==> config.mk <==
export PLATFORM = sky130hd
export DESIGN_NAME = ext_req_cond
export DESIGN_NICKNAME = d
export VERILOG_FILES = /design/src/rtl/xreq_pkg.sv /design/src/rtl/xreq_sync.sv /design/src/rtl/xreq_edge.sv /design/src/rtl/xreq_seq.sv /design/src/rtl/ext_req_cond.sv
export SDC_FILE = /design/constraint.sdc
export NUM_CORES = 1
export LEC_CHECK = 0
export ABC_AREA = 1
export BUFFER_PORTS_ARGS = -buffer_cell sky130_fd_sc_hd__buf_2
export CAP_MARGIN = 40
export CORE_AREA = 2 2 39 41
export CTS_CLUSTER_DIAMETER = 200
export DETAILED_ROUTE_END_ITERATION = 7
export DIE_AREA = 0 0 41 43
export PLACE_DENSITY = 0.69
export SLEW_MARGIN = 25
export SYNTH_ARGS = -nofsm -noshare
export SYNTH_HDL_FRONTEND = slang
export SYNTH_SLANG_ARGS = --single-unit
==> constraint.sdc <==
create_clock -name clk -period 3.6 [get_ports clk]
set_input_delay 0.54 -clock clk [delete_from_list [all_inputs] [get_ports clk]]
set_output_delay 0.54 -clock clk [all_outputs]
set_load 0.005 [all_outputs]
==> src/rtl/xreq_pkg.sv <==
package xreq_pkg;

  typedef enum logic [1:0] {
    ST_IDLE = 2'd0,
    ST_REQ  = 2'd1,
    ST_ACK  = 2'd2,
    ST_HOLD = 2'd3
  } xreq_state_e;

  // Acknowledge length: a zero count still gives one cycle.
  function automatic logic [15:0] ack_cycles(input logic [15:0] ws);
    return (ws == 16'd0) ? 16'd1 : ws;
  endfunction

endpackage

==> src/rtl/xreq_sync.sv <==
module xreq_sync #(
  parameter int STAGES = 2
) (
  input  logic clk,
  input  logic rst_n,
  input  logic d_i,
  output logic q_o
);
  logic [STAGES-1:0] chain_q;

  generate
    for (genvar g = 0; g < STAGES; g++) begin : g_stage
      if (g == 0) begin : g_first
        always_ff @(posedge clk or negedge rst_n) begin
          if (!rst_n) chain_q[0] <= 1'b0;
          else        chain_q[0] <= d_i;
        end
      end else begin : g_next
        always_ff @(posedge clk or negedge rst_n) begin
          if (!rst_n) chain_q[g] <= 1'b0;
          else        chain_q[g] <= chain_q[g-1];
        end
      end
    end
  endgenerate

  assign q_o = chain_q[STAGES-1];
endmodule

==> src/rtl/xreq_edge.sv <==
module xreq_edge (
  input  logic clk,
  input  logic rst_n,
  input  logic lvl_i,
  input  logic fall_sel_i,
  output logic evt_o
);
  logic prev_q;

  always_ff @(posedge clk or negedge rst_n) begin
    if (!rst_n) prev_q <= 1'b0;
    else        prev_q <= lvl_i;
  end

  logic rise_w, fall_w;
  assign rise_w = lvl_i & ~prev_q;
  assign fall_w = ~lvl_i & prev_q;
  assign evt_o  = fall_sel_i ? fall_w : rise_w;
endmodule

==> src/rtl/xreq_seq.sv <==
module xreq_seq
  import xreq_pkg::*;
#(
  parameter int WS_W     = 4,
  parameter int HOLD_CYC = 1
) (
  input  logic            clk,
  input  logic            rst_n,
  input  logic            edge_mode_i,
  input  logic            lvl_i,
  input  logic            evt_i,
  input  logic [WS_W-1:0] wait_states_i,
  input  logic            xfer_done_i,
  output logic            svc_req_o,
  output logic            ack_o,
  output logic            pending_o,
  output logic            ack_end_o
);
  localparam int HW = (HOLD_CYC < 2) ? 1 : $clog2(HOLD_CYC + 1);

  xreq_state_e     state_q, state_d;
  logic [WS_W-1:0] cnt_q;
  logic [HW-1:0]   hold_q;
  logic            pend_q, again_q;
  logic            want_w;

  assign ack_end_o = (state_q == ST_ACK) && (cnt_q == '0);
  assign want_w    = edge_mode_i ? pend_q : lvl_i;

  always_comb begin
    state_d = state_q;
    unique case (state_q)
      ST_IDLE: if (want_w)            state_d = ST_REQ;
      ST_REQ:  if (xfer_done_i)       state_d = ST_ACK;
      ST_ACK:  if (cnt_q == '0)       state_d = ST_HOLD;
      ST_HOLD: if (hold_q == '0)      state_d = ST_IDLE;
      default:                        state_d = ST_IDLE;
    endcase
  end

  always_ff @(posedge clk or negedge rst_n) begin
    if (!rst_n) begin
      state_q <= ST_IDLE;
      cnt_q   <= '0;
      hold_q  <= '0;
    end else begin
      state_q <= state_d;
      if (state_q == ST_REQ && xfer_done_i)
        cnt_q <= WS_W'(ack_cycles(16'(wait_states_i)) - 16'd1);
      else if (state_q == ST_ACK && cnt_q != '0)
        cnt_q <= cnt_q - 1'b1;
      if (ack_end_o)
        hold_q <= HW'(HOLD_CYC - 1);
      else if (state_q == ST_HOLD && hold_q != '0)
        hold_q <= hold_q - 1'b1;
    end
  end

  // Pending record plus a second record for edges seen during acknowledge.
  always_ff @(posedge clk or negedge rst_n) begin
    if (!rst_n) begin
      pend_q  <= 1'b0;
      again_q <= 1'b0;
    end else if (!edge_mode_i) begin
      pend_q  <= 1'b0;
      again_q <= 1'b0;
    end else begin
      pend_q  <= evt_i | (ack_end_o ? again_q : pend_q);
      if (ack_end_o)                        again_q <= 1'b0;
      else if (evt_i && state_q == ST_ACK)  again_q <= 1'b1;
    end
  end

  assign svc_req_o = (state_q == ST_REQ);
  assign ack_o     = (state_q == ST_ACK);
  assign pending_o = pend_q;
endmodule

==> src/rtl/ext_req_cond.sv <==
module ext_req_cond #(
  parameter int WS_W        = 4,
  parameter int SYNC_STAGES = 2
) (
  input  logic            clk,
  input  logic            rst_n,
  input  logic            req_raw_i,
  input  logic            edge_mode_i,
  input  logic            fall_sel_i,
  input  logic [WS_W-1:0] wait_states_i,
  input  logic            xfer_done_i,
  output logic            svc_req_o,
  output logic            ack_o,
  output logic            pending_o
);
  localparam int HOLD_CYC = SYNC_STAGES - 1;

  logic sync_lvl;
  logic edge_evt;
  logic ack_end;

  xreq_sync #(.STAGES(SYNC_STAGES)) u_sync (
    .clk(clk), .rst_n(rst_n), .d_i(req_raw_i), .q_o(sync_lvl)
  );

  xreq_edge u_edge (
    .clk(clk), .rst_n(rst_n), .lvl_i(sync_lvl),
    .fall_sel_i(fall_sel_i), .evt_o(edge_evt)
  );

  xreq_seq #(.WS_W(WS_W), .HOLD_CYC(HOLD_CYC)) u_seq (
    .clk(clk), .rst_n(rst_n), .edge_mode_i(edge_mode_i),
    .lvl_i(sync_lvl), .evt_i(edge_evt), .wait_states_i(wait_states_i),
    .xfer_done_i(xfer_done_i), .svc_req_o(svc_req_o), .ack_o(ack_o),
    .pending_o(pending_o), .ack_end_o(ack_end)
  );
endmodule

Word-level counts from Yosys, hierarchy flattened

Index checks and enable logic that the tools add are counted.

Add/sub/neg operators: 3
Eq/ne operators: 8
Multiplexer cells: 17
Bitwise operators: 5
Reductions and logical operators: 12

Operators with widths:

| kind                                                 | count |
|---|---|
| 2-to-1 mux 4 bit                                     | 3 |
| 2-to-1 mux 1 bit                                     | 9 |
| logical NOT 4 bit                                    | 2 |
| 2-to-1 mux 2 bit                                     | 4 |
| one-hot mux 2 bit (4 select lines)                   | 1 |
| subtractor 4 x 1 -> 4 bit (second input constant)    | 2 |
| logical AND 1 bit                                    | 5 |
| equality test 2 bit (second input constant)          | 2 |
| != test 2 x 1 -> 1 bit (second input constant)       | 2 |
| != test 2 bit (second input constant)                | 2 |
| AND reduction 4 bit                                  | 1 |
| nonzero test 2 bit                                   | 2 |
| nonzero test 4 bit                                   | 1 |
| != test 3 x 1 -> 1 bit (second input constant)       | 1 |
| bitwise AND 1 bit                                    | 2 |
| equality test 2 x 1 -> 1 bit (second input constant) | 1 |
| logical NOT 2 bit                                    | 1 |
| NOT 1 bit                                            | 2 |
| bitwise OR 1 bit                                     | 1 |
| subtractor 1 bit (second input constant)             | 1 |

Register bits: 12
Input bits: 10
Output and inout port bits: 3
Word-level logic and storage cells: 53

Logic depth before layout (Yosys ltp)

Gate-level depths: netlist of run 1.

Depth in word-level cells: 7
Gate-level depth with buffers: 9
Depth with buffers taken out: 9

Modules after synthesis

A second synthesis of run 1 with hierarchy kept.

Cell total of the unflattened synthesis: 86
Area total of the unflattened synthesis: 675.6 um2

By module, submodules not included:

| module    | times used | cells each | area an instance (um2) | sequential area each (um2) |
|---|---|---|---|---|
| xreq_seq  | 1          | 77         | 575.6                  | 225.2 |
| xreq_edge | 1          | 7          | 50.0                   | 25.0 |
| xreq_sync | 1          | 2          | 50.0                   | 50.0 |

Worst setup path after synthesis of run 1

Ideal clock, no wire load.

Path kind: flip-flop to flip-flop
Start: register u_seq.state_q[1]
End: register u_seq.cnt_q[2]
Arrival: 1.366 ns
Required time: 3.475 ns
Path slack: 2.110 ns
Cell stages (with the launch flop): 9
Clock period less this slack: 1.490 ns
Path through: dfrtp_1 -> inv_1 -> ha_1 -> nand2_2 -> nand2_1 -> nand2_2 -> ha_1 -> xnor2_1 -> a21oi_1

Cells in the longest elaborated chain, start to end: 3

RTL lines:

| item                                                          | line               | source |
|---|---|---|
| from (decl)                                                   | xreq_seq.sv:21     | `xreq_state_e state_q, state_d;` |
| from (signal assigned)                                        | xreq_seq.sv:47     | `state_q <= state_d;` |
| equality test 2 x 1 -> 1 bit *                                | -                  |  |
| net svc_req_o                                                 | ext_req_cond.sv:12 | `output logic svc_req_o,` |
| logical AND 1 bit *                                           | xreq_seq.sv:48     | `if (state_q == ST_REQ && xfer_done_i)` |
| 2-to-1 mux 4 bit / nonzero test 2 bit (equally long branches) | -                  |  |
| to (signal assigned)                                          | xreq_seq.sv:49     | `cnt_q <= WS_W'(ack_cycles(16'(wait_states_i)) - 16'd1);` |
| to (signal assigned)                                          | xreq_seq.sv:51     | `cnt_q <= cnt_q - 1'b1;` |
| to (decl)                                                     | xreq_seq.sv:22     | `logic [WS_W-1:0] cnt_q;` |

The timed path passes the listed nets; every way through them passes the cells marked *.
A chain may end at the register's enable or synchronous reset.

Final worst setup path of run 1

Start: register u_seq.state_q[0]
End: output ack_o

Cells in the longest elaborated chain, start to end: 1

RTL lines:

| item                | line               | source |
|---|---|---|
| equality test 2 bit | xreq_seq.sv:75     | `assign ack_o = (state_q == ST_ACK);` |
| to (decl)           | ext_req_cond.sv:13 | `output logic ack_o,` |

Every way passes these cells.

==> results of run 1 <==
metal layers:
layer | GRT usage (%) | up-vias
met5 | 0 | -
met4 | 6.00 | 0
met3 | 7.85 | 2
met2 | 25.3 | 8
met1 | 18.6 | 248
li1 | - | 299
Yosys cell counts:
master,count
a21oi_1,3
a21oi_2,1
a22oi_1,1
dfrtp_1,12
ha_1,5
inv_1,13
nand2_1,21
nand2_2,3
nand3_1,5
nand3b_1,1
nand4_1,1
nor2_1,7
nor2_2,2
o211ai_1,1
o21ai_0,3
o21ai_1,3
xnor2_1,1
cell type report:
| class | count | area share [%] |
|---|---|---|
| multi-input combinational | 58 | 40.4 |
| sequential | 12 | 38.5 |
| timing repair buffer | 12 | 7.69 |
| inverter | 13 | 6.25 |
| clock buffer | 4 | 4.65 |
| tap | 16 | 2.56 |
metrics by stage:
stage               setup WS (ns)  utilization, %  cells
floorplan                    2.11               -     83
global placement             2.08            53.8    111
detailed placement           2.04            53.8    111
CTS                          1.86            56.4    115
global route                 1.79            56.4    115
finish                       1.88            56.4    115
state kept, by name, summed over array words and instances, names as in the netlist:
register / count
u_seq.state_q: 2
u_seq.pending_o: 1
u_seq.cnt_q: 4
u_sync.q_o: 1
u_edge.prev_q: 1
u_seq.hold_q: 1
u_seq.again_q: 1
u_sync.chain_q: 1
final timing paths:
| kind | endpoint | slack, ns | cells past startpoint |
|---|---|---|---|
| worst max-delay path | ack_o | 1.88 | 3 |
| worst min-delay path | u_seq.state_q[1] | 0.13 | 1 |
| worst max register to register | u_seq.cnt_q[2] | 2.03 | 8 |
| worst min register to register | u_sync.q_o | 0.35 | 0 |
| max in group asynchronous | u_sync.q_o | 3.27 | 1 |
| min in group clk | u_sync.q_o | 0.35 | 0 |
cell families (layout without fill, tap and decap cells):
logic type | after synthesis | in the layout
buf+inv | 13 | 29
flops | 12 | 12
simple gates | 40 | 40
fa+ha+maj | 5 | 5
compound gates | 12 | 12
xor+xnor | 1 | 1
power by group:
part	switching, mW	internal [mW]	total, mW	leakage [nW]
clock	0.0443	0.0615	0.106	0.0210
sequential	0.0313	0.177	0.208	0.145
combinational	0.166	0.114	0.280	0.270
total	0.242	0.352	0.594	0.436
==> flow_summary.yaml, run 1 <==
clock_network:
  postCtsHoldBufs: 0
  root_buffer: "clkbuf_4"
  cts_setup_buffers: 0
  cts_tree: "yes"
  cts-htree-levels: 1
  ctsResizeCount: 0
  cts_buffers: 3
  clk_latency_ns: 0.27
  max-clock-path-buffers: 2
  cts.sinks: 12
  cts.clk_slew.worst_paths_ns: 0.07
timing:
  tns_ns: 0
  rsz0062_at_grt: "no"
  tightest_slew_ns: 0.257
  fin_worst_skew_ns: 0.00129
  finalHoldViolations: 0
  post-route-period-util_pct: 47.9
  setup_viol: 0
  min_period_ns: 1.72
  relSlewSlack_pct: 82.8
  timing.fmax_mhz: 580
  whs_ns: 0.125
  maxSlewViolCount: 0
place:
  gp_congestion: 0.764
  place_area_um2: 744
  portBuffers: 12
  place_hpwl_um: 888
synthesis:
  synth_compound_area_share_pct: 10.4
  netlist_area_um2: 664
  synthDistinctLibCells: 17
  syn_inst: 83
  yosys.area.top_type: "dfrtp_1"
  synth_top_family_by_area: "simple AND/OR/NAND/NOR gates"
  synth_top_area_share_pct: 45.2
  synthMuxAreaShare_pct: 0
  ys_top_cells_by_area: "dfrtp_1 45%, nand2_1 12%, ha_1 9.4%"
  syn_avg_cell_area_um2: 8.00
  yosys_warnings: 0
  synth_fp_nets: 98
  synth-seq-cells: 12
  synth_xor_area_share_pct: 1.32
  synthSimpleGateAreaFrac_pct: 26.4
  synth_fa_ha_area_share_pct: 9.42
  yosysSeqAreaShare_pct: 45.2
power_and_ir_drop:
  leakagePower_nw: 0.436
  fin_total_pwr_uw: 594
  power.density_mw_per_mm2: 761
  peakVddDrop_mv: 0.356
setup_path:
  timing.rr.start: "u_seq.state_q[1]"
  path_buf_inv: 2
  cp_top_family: "flip-flops"
  worst_path_max_delay_cell: "dfrtp_1"
  required_ns: 3.06
  critPathCaptureType: "output pin"
  worstSetupPathType: "reg2out"
  worstPathArrival_ns: 1.18
  crit_chain: "inv_1, ha_1, buf_2"
  startpoint: "u_seq.state_q[0]"
  cp-start-kind: "flop"
  critPathMaxStageDelay_ns: 0.42
  worst-path-max-fanout: 5
layout:
  syn2layout_area_growth_pct: 17.5
  num_antenna_cells: 0
  final_cell_mix: "21 x nand2_1, 13 x inv_1, 12 x buf_2, 12 x dfrtp_1, 7 x nor2_1"
  fin_area_um2: 781
  register_area_um2: 300
  n_fill_cell: 129
  finalNetCount: 115
  multi_input_area_um2: 315
  layout_commonest_cell: "nand2_1"
  layout-drive-gt1-share_pct: 22.2
floorplan:
  core_mm2: 0.00138
  die_y_um: 43
  dieArea_mm2: 0.00176
  initial_core_util_pct: 48.0
  row_count: 14
  die_w_um: 41
  io_pins: 13
global_route:
  grt_max_degree: 13
  grt-ovfl-total: 0
  grt_pass1_vias: 504
  antenna_found_initial: 0
  grt_pass1_wl_mm: 1.90
  track_usage_pct: 16.3
drt:
  route.final.wire_length_mm: 1.08
  met2WireLength_um: 547
  antenna_left: 0
  detail_route.wl_per_cell_um: 9.39
  wl_met3_um: 41
  viasPerCell: 4.84
  dr.max_layer_used: "met4"
  met1Wirelength_um: 482
  drt_iter0_markers: 6
  dr_total_vias: 557
  drc_errors: 0
  first_pass_iters: 4
outcome:
  status: "finished clean"
hold_path:
  hold_path_class: "in2async"
flow_run:
  cap_violations: 0
Note: power is estimated with default switching activity, not from simulation.
==> run 2: changes to the inputs <==
--- a/config.mk
+++ b/config.mk
@@ -8,11 +8,10 @@
 export ABC_AREA = 1
 export BUFFER_PORTS_ARGS = -buffer_cell sky130_fd_sc_hd__buf_2
 export CAP_MARGIN = 40
-export CORE_AREA = 2 2 39 41
+export CORE_UTILIZATION = 46
 export CTS_CLUSTER_DIAMETER = 200
 export DETAILED_ROUTE_END_ITERATION = 7
-export DIE_AREA = 0 0 41 43
-export PLACE_DENSITY = 0.69
+export PLACE_DENSITY = 0.67
 export SLEW_MARGIN = 25
 export SYNTH_ARGS = -nofsm -noshare
 export SYNTH_HDL_FRONTEND = slang
==> constraint.sdc (replaced) <==
create_clock -name clk -period 1.5 [get_ports clk]
set_input_delay 0.225 -clock clk [delete_from_list [all_inputs] [get_ports clk]]
set_output_delay 0.225 -clock clk [all_outputs]
set_load 0.005 [all_outputs]
==> run 2 against run 1 <==
Compared with the run above: count of clock-buffer cells in the layout is 1 lower; flip-flop and latch count stayed put; hold slack worse by 0.057 ns; die area is 9.2% lower; setup slack worse by 1.8 ns; clock power is 80% higher; critical path depth is 3 higher; final area is 12% higher; via count is 5.0% higher; register-to-register slack worse by 2.0 ns; critical path type is now reg2reg.
==> flow_summary.yaml, run 2 (synthesis gave the netlist of run 1 again) <==
floorplan:
  die_w_um: 40.0
  dieArea_mm2: 0.00160
  core_mm2: 0.00132
  row_count: 13
  io_pins: 13
  die_y_um: 40.0
  initial_core_util_pct: 50.4
power_and_ir_drop:
  fin_total_pwr_mw: 1.61
  p_int_uw: 944
  switching_share_pct: 41.4
  peakVddDrop_mv: 0.944
  p_comb_share_pct: 57.1
  seqPwrFrac_pct: 31.0
  clkPwrFrac_pct: 11.8
  p_sw_uw: 666
  leakagePower_nw: 0.468
  power.density_mw_per_mm2: 1850
drt:
  dr.max_layer_used: "met4"
  route.final.wire_length_mm: 1.32
  wl_met3_um: 39
  met2WireLength_um: 674
  drt_iter0_markers: 5
  antenna_left: 0
  drc_errors: 0
  dr_total_vias: 585
  met1Wirelength_um: 585
  viasPerCell: 4.92
  detail_route.wl_per_cell_um: 11.1
  first_pass_iters: 5
place:
  place_ws_ns: -0.0217
  place_area_um2: 773
  place_hpwl_um: 989
  portBuffers: 12
  gp_congestion: 0.720
layout:
  final_cell_mix: "21 x nand2_1, 12 x dfrtp_1, 11 x inv_1, 11 x buf_2, 7 x nor2_1"
  largest_reg_flops: 4
  num_antenna_cells: 0
  largest_register: "u_seq.cnt_q"
  reg_top3: "u_seq.cnt_q x4, u_seq.state_q x2"
  layout-drive-gt1-share_pct: 30.8
  layout_commonest_cell: "nand2_1"
  fin_area_um2: 872
  n_fill_cell: 119
  finalNetCount: 121
  syn2layout_area_growth_pct: 31.3
setup_path:
  worst-path-max-fanout: 4
  worstSetupPathType: "reg2reg"
  worstPathArrival_ns: 1.62
  cp_top_family: "flip-flops"
  critPathCaptureType: "flop"
  required_ns: 1.66
  path_buf_inv: 1
  worst_path_max_delay_cell: "dfrtp_1"
  crit_cells: 6
  critPathMaxStageDelay_ns: 0.43
  cp-start-kind: "flop"
  crit_chain: "buf_6, ha_1, a22oi_1, nand3_2, nand2_1, o21ai_1"
  r2r_cells: 6
global_route:
  grt_max_degree: 13
  track_usage_pct: 20.8
  antenna_found_initial: 0
  grt_pass1_wl_mm: 2.21
  grt-ovfl-total: 0
  grt_pass1_vias: 576
timing:
  tns_ns: 0
  min_period_ns: 1.46
  finalHoldViolations: 0
  fin_worst_skew_ns: 0.00787
  relSlewSlack_pct: 82.8
  setup_viol: 0
  fin_ws_ns: 0.0432
  maxSlewViolCount: 0
  timing.fmax_mhz: 686
  tightest_slew_ns: 0.256
  post-route-period-util_pct: 97.1
  rsz0062_at_grt: "yes"
clock_network:
  cts_tree: "yes"
  cts_buffers: 3
  clk_latency_ns: 0.27
  cts-htree-levels: 1
  cts.sinks: 12
  cts.clk_slew.worst_paths_ns: 0.07
  root_buffer: "clkbuf_4"
  max-clock-path-buffers: 2
hold_path:
  hold_path_depth: 1
  hold_path_class: "in2reg"
outcome:
  status: "finished clean"
flow_run:
  cap_violations: 0
[run 2: power groups by stage]
stage | clock network, mW | logic (mW) | registers [mW]
after floorplan | 0 | 0.534 | 0.490
after global placement | 0 | 0.749 | 0.492
after detailed placement | 0 | 0.765 | 0.494
after CTS | 0.197 | 0.803 | 0.488
after global routing | 0.204 | 1.05 | 0.513
final | 0.191 | 0.920 | 0.500
[run 2: final cells by class]
cell class | instances | area [um2] | share of cell area [%]
flip-flops and latches | 12 | 300 | 34.4
multi-input cells | 58 | 358 | 41.0
well taps | 15 | 18.8 | 2.15
clock buffers | 3 | 22.5 | 2.58
inverters | 13 | 51.3 | 5.88
repair buffers | 18 | 121 | 13.9
[run 2: worst register-to-register path, cell delays in order, from the launching register on]
cell     delay [ns]
dfrtp_1        0.43
buf_6          0.14
ha_1           0.21
a22oi_1        0.26
nand3_2        0.17
nand2_1        0.08
o21ai_1        0.06
[run 2: repair_timing]
action / in CTS / in global routing
endpoints found under the setup margin: 2 / 4
endpoints found under the hold margin: 12 / 0
pin swaps: 1 / 3
hold buffers: 1 / 0
setup buffers: 0 / 1
resized for setup: 4 / 11
cloned: 0 / 0
[run 2: through the flow]
step	util, %	instances	hold slack, ns
finish	66.2	119	0.0681
global route	66.2	119	0.0584
CTS	62.3	118	0.0581
detailed placement	58.7	114	0.114
global placement	58.7	114	0.114
floorplan	-	83	-0.0706
[run 2: worst paths after layout]
check                                   from           endpoint  slack [ns]
min reg2reg                u_sync.chain_q[0]         u_sync.q_o        0.35
max in group asynchronous              rst_n         u_sync.q_o        0.93
min                                req_raw_i  u_sync.chain_q[0]        0.07
min in group asynchronous              rst_n      u_seq.again_q        0.35
max reg2reg                 u_seq.state_q[0]   u_seq.state_q[0]        0.04
max                         u_seq.state_q[0]   u_seq.state_q[0]        0.04
[run 2: metal layers]
layer	GRT usage [%]	up-vias
met4	5.17	0
li1	-	307
met2	37.9	12
met1	23.1	262
met3	6.67	4
met5	0	-
==> run 3: changes to the inputs <==
--- a/config.mk
+++ b/config.mk
@@ -11,6 +11,7 @@
 export CORE_UTILIZATION = 46
 export CTS_CLUSTER_DIAMETER = 200
 export DETAILED_ROUTE_END_ITERATION = 7
+export GPL_TIMING_DRIVEN = 0
 export PLACE_DENSITY = 0.67
 export SLEW_MARGIN = 25
 export SYNTH_ARGS = -nofsm -noshare
==> run 3 against run 2 <==
Compared with the run above: largest power group unchanged; sequential share of layout area up 2.4 points; combinational power down 19%; critical path depth up 2; via count down 0.68%; first-iteration DRC count up 80%; die area unchanged.
==> flow_summary.yaml, run 3 (synthesis gave the netlist of run 1 again) <==
floorplan:
  core_mm2: 0.00132
  die_w_um: 40.0
  dieArea_mm2: 0.00160
  io_pins: 13
  die_y_um: 40.0
  row_count: 13
  initial_core_util_pct: 50.4
layout:
  largest_reg_flops: 4
  fin_area_um2: 818
  layout_commonest_cell: "nand2_1"
  finalNetCount: 117
  fin_cells: 116
  largest_register: "u_seq.cnt_q"
  layout-drive-gt1-share_pct: 26.7
  num_antenna_cells: 0
  final_cell_mix: "21 x nand2_1, 12 x inv_1, 12 x buf_2, 11 x dfrtp_1, 7 x nor2_1"
  syn2layout_area_growth_pct: 23.2
  reg_top3: "u_seq.cnt_q x4, u_seq.state_q x2"
hold_path:
  hold_path_class: "in2reg"
power_and_ir_drop:
  p_int_uw: 890
  clkPwrFrac_pct: 17.0
  leakagePower_nw: 0.448
  power.density_mw_per_mm2: 1850
  p_comb_share_pct: 49.3
  peakVddDrop_mv: 1.08
  p_sw_uw: 621
  seqPwrFrac_pct: 33.8
  switching_share_pct: 41.1
setup_path:
  worstSetupPathType: "reg2reg"
  cp-start-kind: "flop"
  worstPathArrival_ns: 1.62
  critPathCaptureType: "flop"
  required_ns: 1.66
  worst-path-max-fanout: 7
drt:
  drc_errors: 0
  route.final.wire_length_mm: 1.31
  drt_iter0_markers: 9
  first_pass_iters: 4
  detail_route.wl_per_cell_um: 11.3
  viasPerCell: 5.01
  dr_total_vias: 581
  antenna_left: 0
clock_network:
  max-clock-path-buffers: 2
  cts_tree: "yes"
  cts_buffers: 3
  cts-htree-levels: 1
  cts.clk_slew.worst_paths_ns: 0.07
  root_buffer: "clkbuf_4"
  cts.sinks: 12
  clk_latency_ns: 0.27
timing:
  post-route-period-util_pct: 97.1
  tightest_slew_ns: 0.272
  setup_viol: 0
  timing.fmax_mhz: 686
  rsz0062_at_grt: "yes"
  fin_worst_skew_ns: 0.00181
  relSlewSlack_pct: 81.8
  maxSlewViolCount: 0
  finalHoldViolations: 0
  min_period_ns: 1.46
place:
  gp_congestion: 0.708
  portBuffers: 12
  place_area_um2: 743
  place_inst: 110
  place_hpwl_um: 973
outcome:
  status: "finished clean"
global_route:
  grt_pass1_wl_mm: 2.08
  track_usage_pct: 20.8
  grt_max_degree: 13
  grt_pass1_vias: 519
  grt-ovfl-total: 0
  antenna_found_initial: 0
flow_run:
  cap_violations: 0
[run 3: per-layer routing]
layer	track usage, %	wire length, um	up-vias
li1	-	-	299
met1	20.8	584	272
met2	37.9	667	8
met3	10.0	48	2
met4	5.17	5	0
met5	0	0	-
[run 3: metrics by stage]
step | util (%) | TNS (ns) | hold WS (ns) | power [mW] | setup WS (ns)
3_3_place_gp | 56.4 | -0.107 | 0.117 | 1.17 | -0.0779
5_1_grt | 62.1 | -0.0362 | 0.0343 | 1.67 | -0.0362
6_report | 62.1 | 0 | 0.0558 | 1.51 | 0.0428
4_1_cts | 61.9 | 0 | 0.0387 | 1.52 | 0.0219
3_5_place_dp | 56.4 | -0.155 | 0.115 | 1.19 | -0.109
2_1_floorplan | - | 0 | -0.0706 | 1.02 | 0.00963
[run 3: final cells by class]
type | instances | area (um2)
flip-flops and latches | 12 | 302
repair buffers | 14 | 77.6
fillers | 124 | 499
multi-input cells | 58 | 335
clock buffers | 4 | 36.3
well taps | 15 | 18.8
inverters | 13 | 48.8
[run 3: repair_timing]
item,CTS,global route
gates resized for setup,4,2
buffers inserted,1,0
hold buffers,1,0
endpoints found under the setup margin,2,2
endpoints found under the hold margin,12,0
[run 3: final timing paths]
| path | slack (ns) | to | startpoint | cells past startpoint |
|---|---|---|---|---|
| worst min-delay path | 0.06 | u_sync.chain_q[0] | req_raw_i | 1 |
| max in group asynchronous | 0.92 | u_seq.state_q[0] | rst_n | 2 |
| min in group asynchronous | 0.35 | u_seq.state_q[1] | rst_n | 2 |
| worst max register to register | 0.04 | u_seq.cnt_q[2] | u_seq.state_q[0] | 8 |
| worst max-delay path | 0.04 | u_seq.cnt_q[2] | u_seq.state_q[0] | 8 |
| worst min register to register | 0.35 | u_sync.q_o | u_sync.chain_q[0] | 0 |
[run 3: worst max-delay path, stage by stage (launching register included)]
cell and delay (ns):
dfrtp_2 0.45, ha_4 0.20, nand2_4 0.10, nor2_2 0.04, nand2_1 0.07, nand2_2 0.06, ha_1 0.20, xnor2_1 0.15
a21oi_1 0.08
[run 3: power by group through the flow]
stage / Clock, mW / Sequential (mW) / Combinational, mW
final: 0.256 / 0.510 / 0.744
after global routing: 0.277 / 0.523 / 0.870
after CTS: 0.268 / 0.507 / 0.744
after detailed placement: 0 / 0.513 / 0.681
after global placement: 0 / 0.508 / 0.660
after floorplan: 0 / 0.490 / 0.534
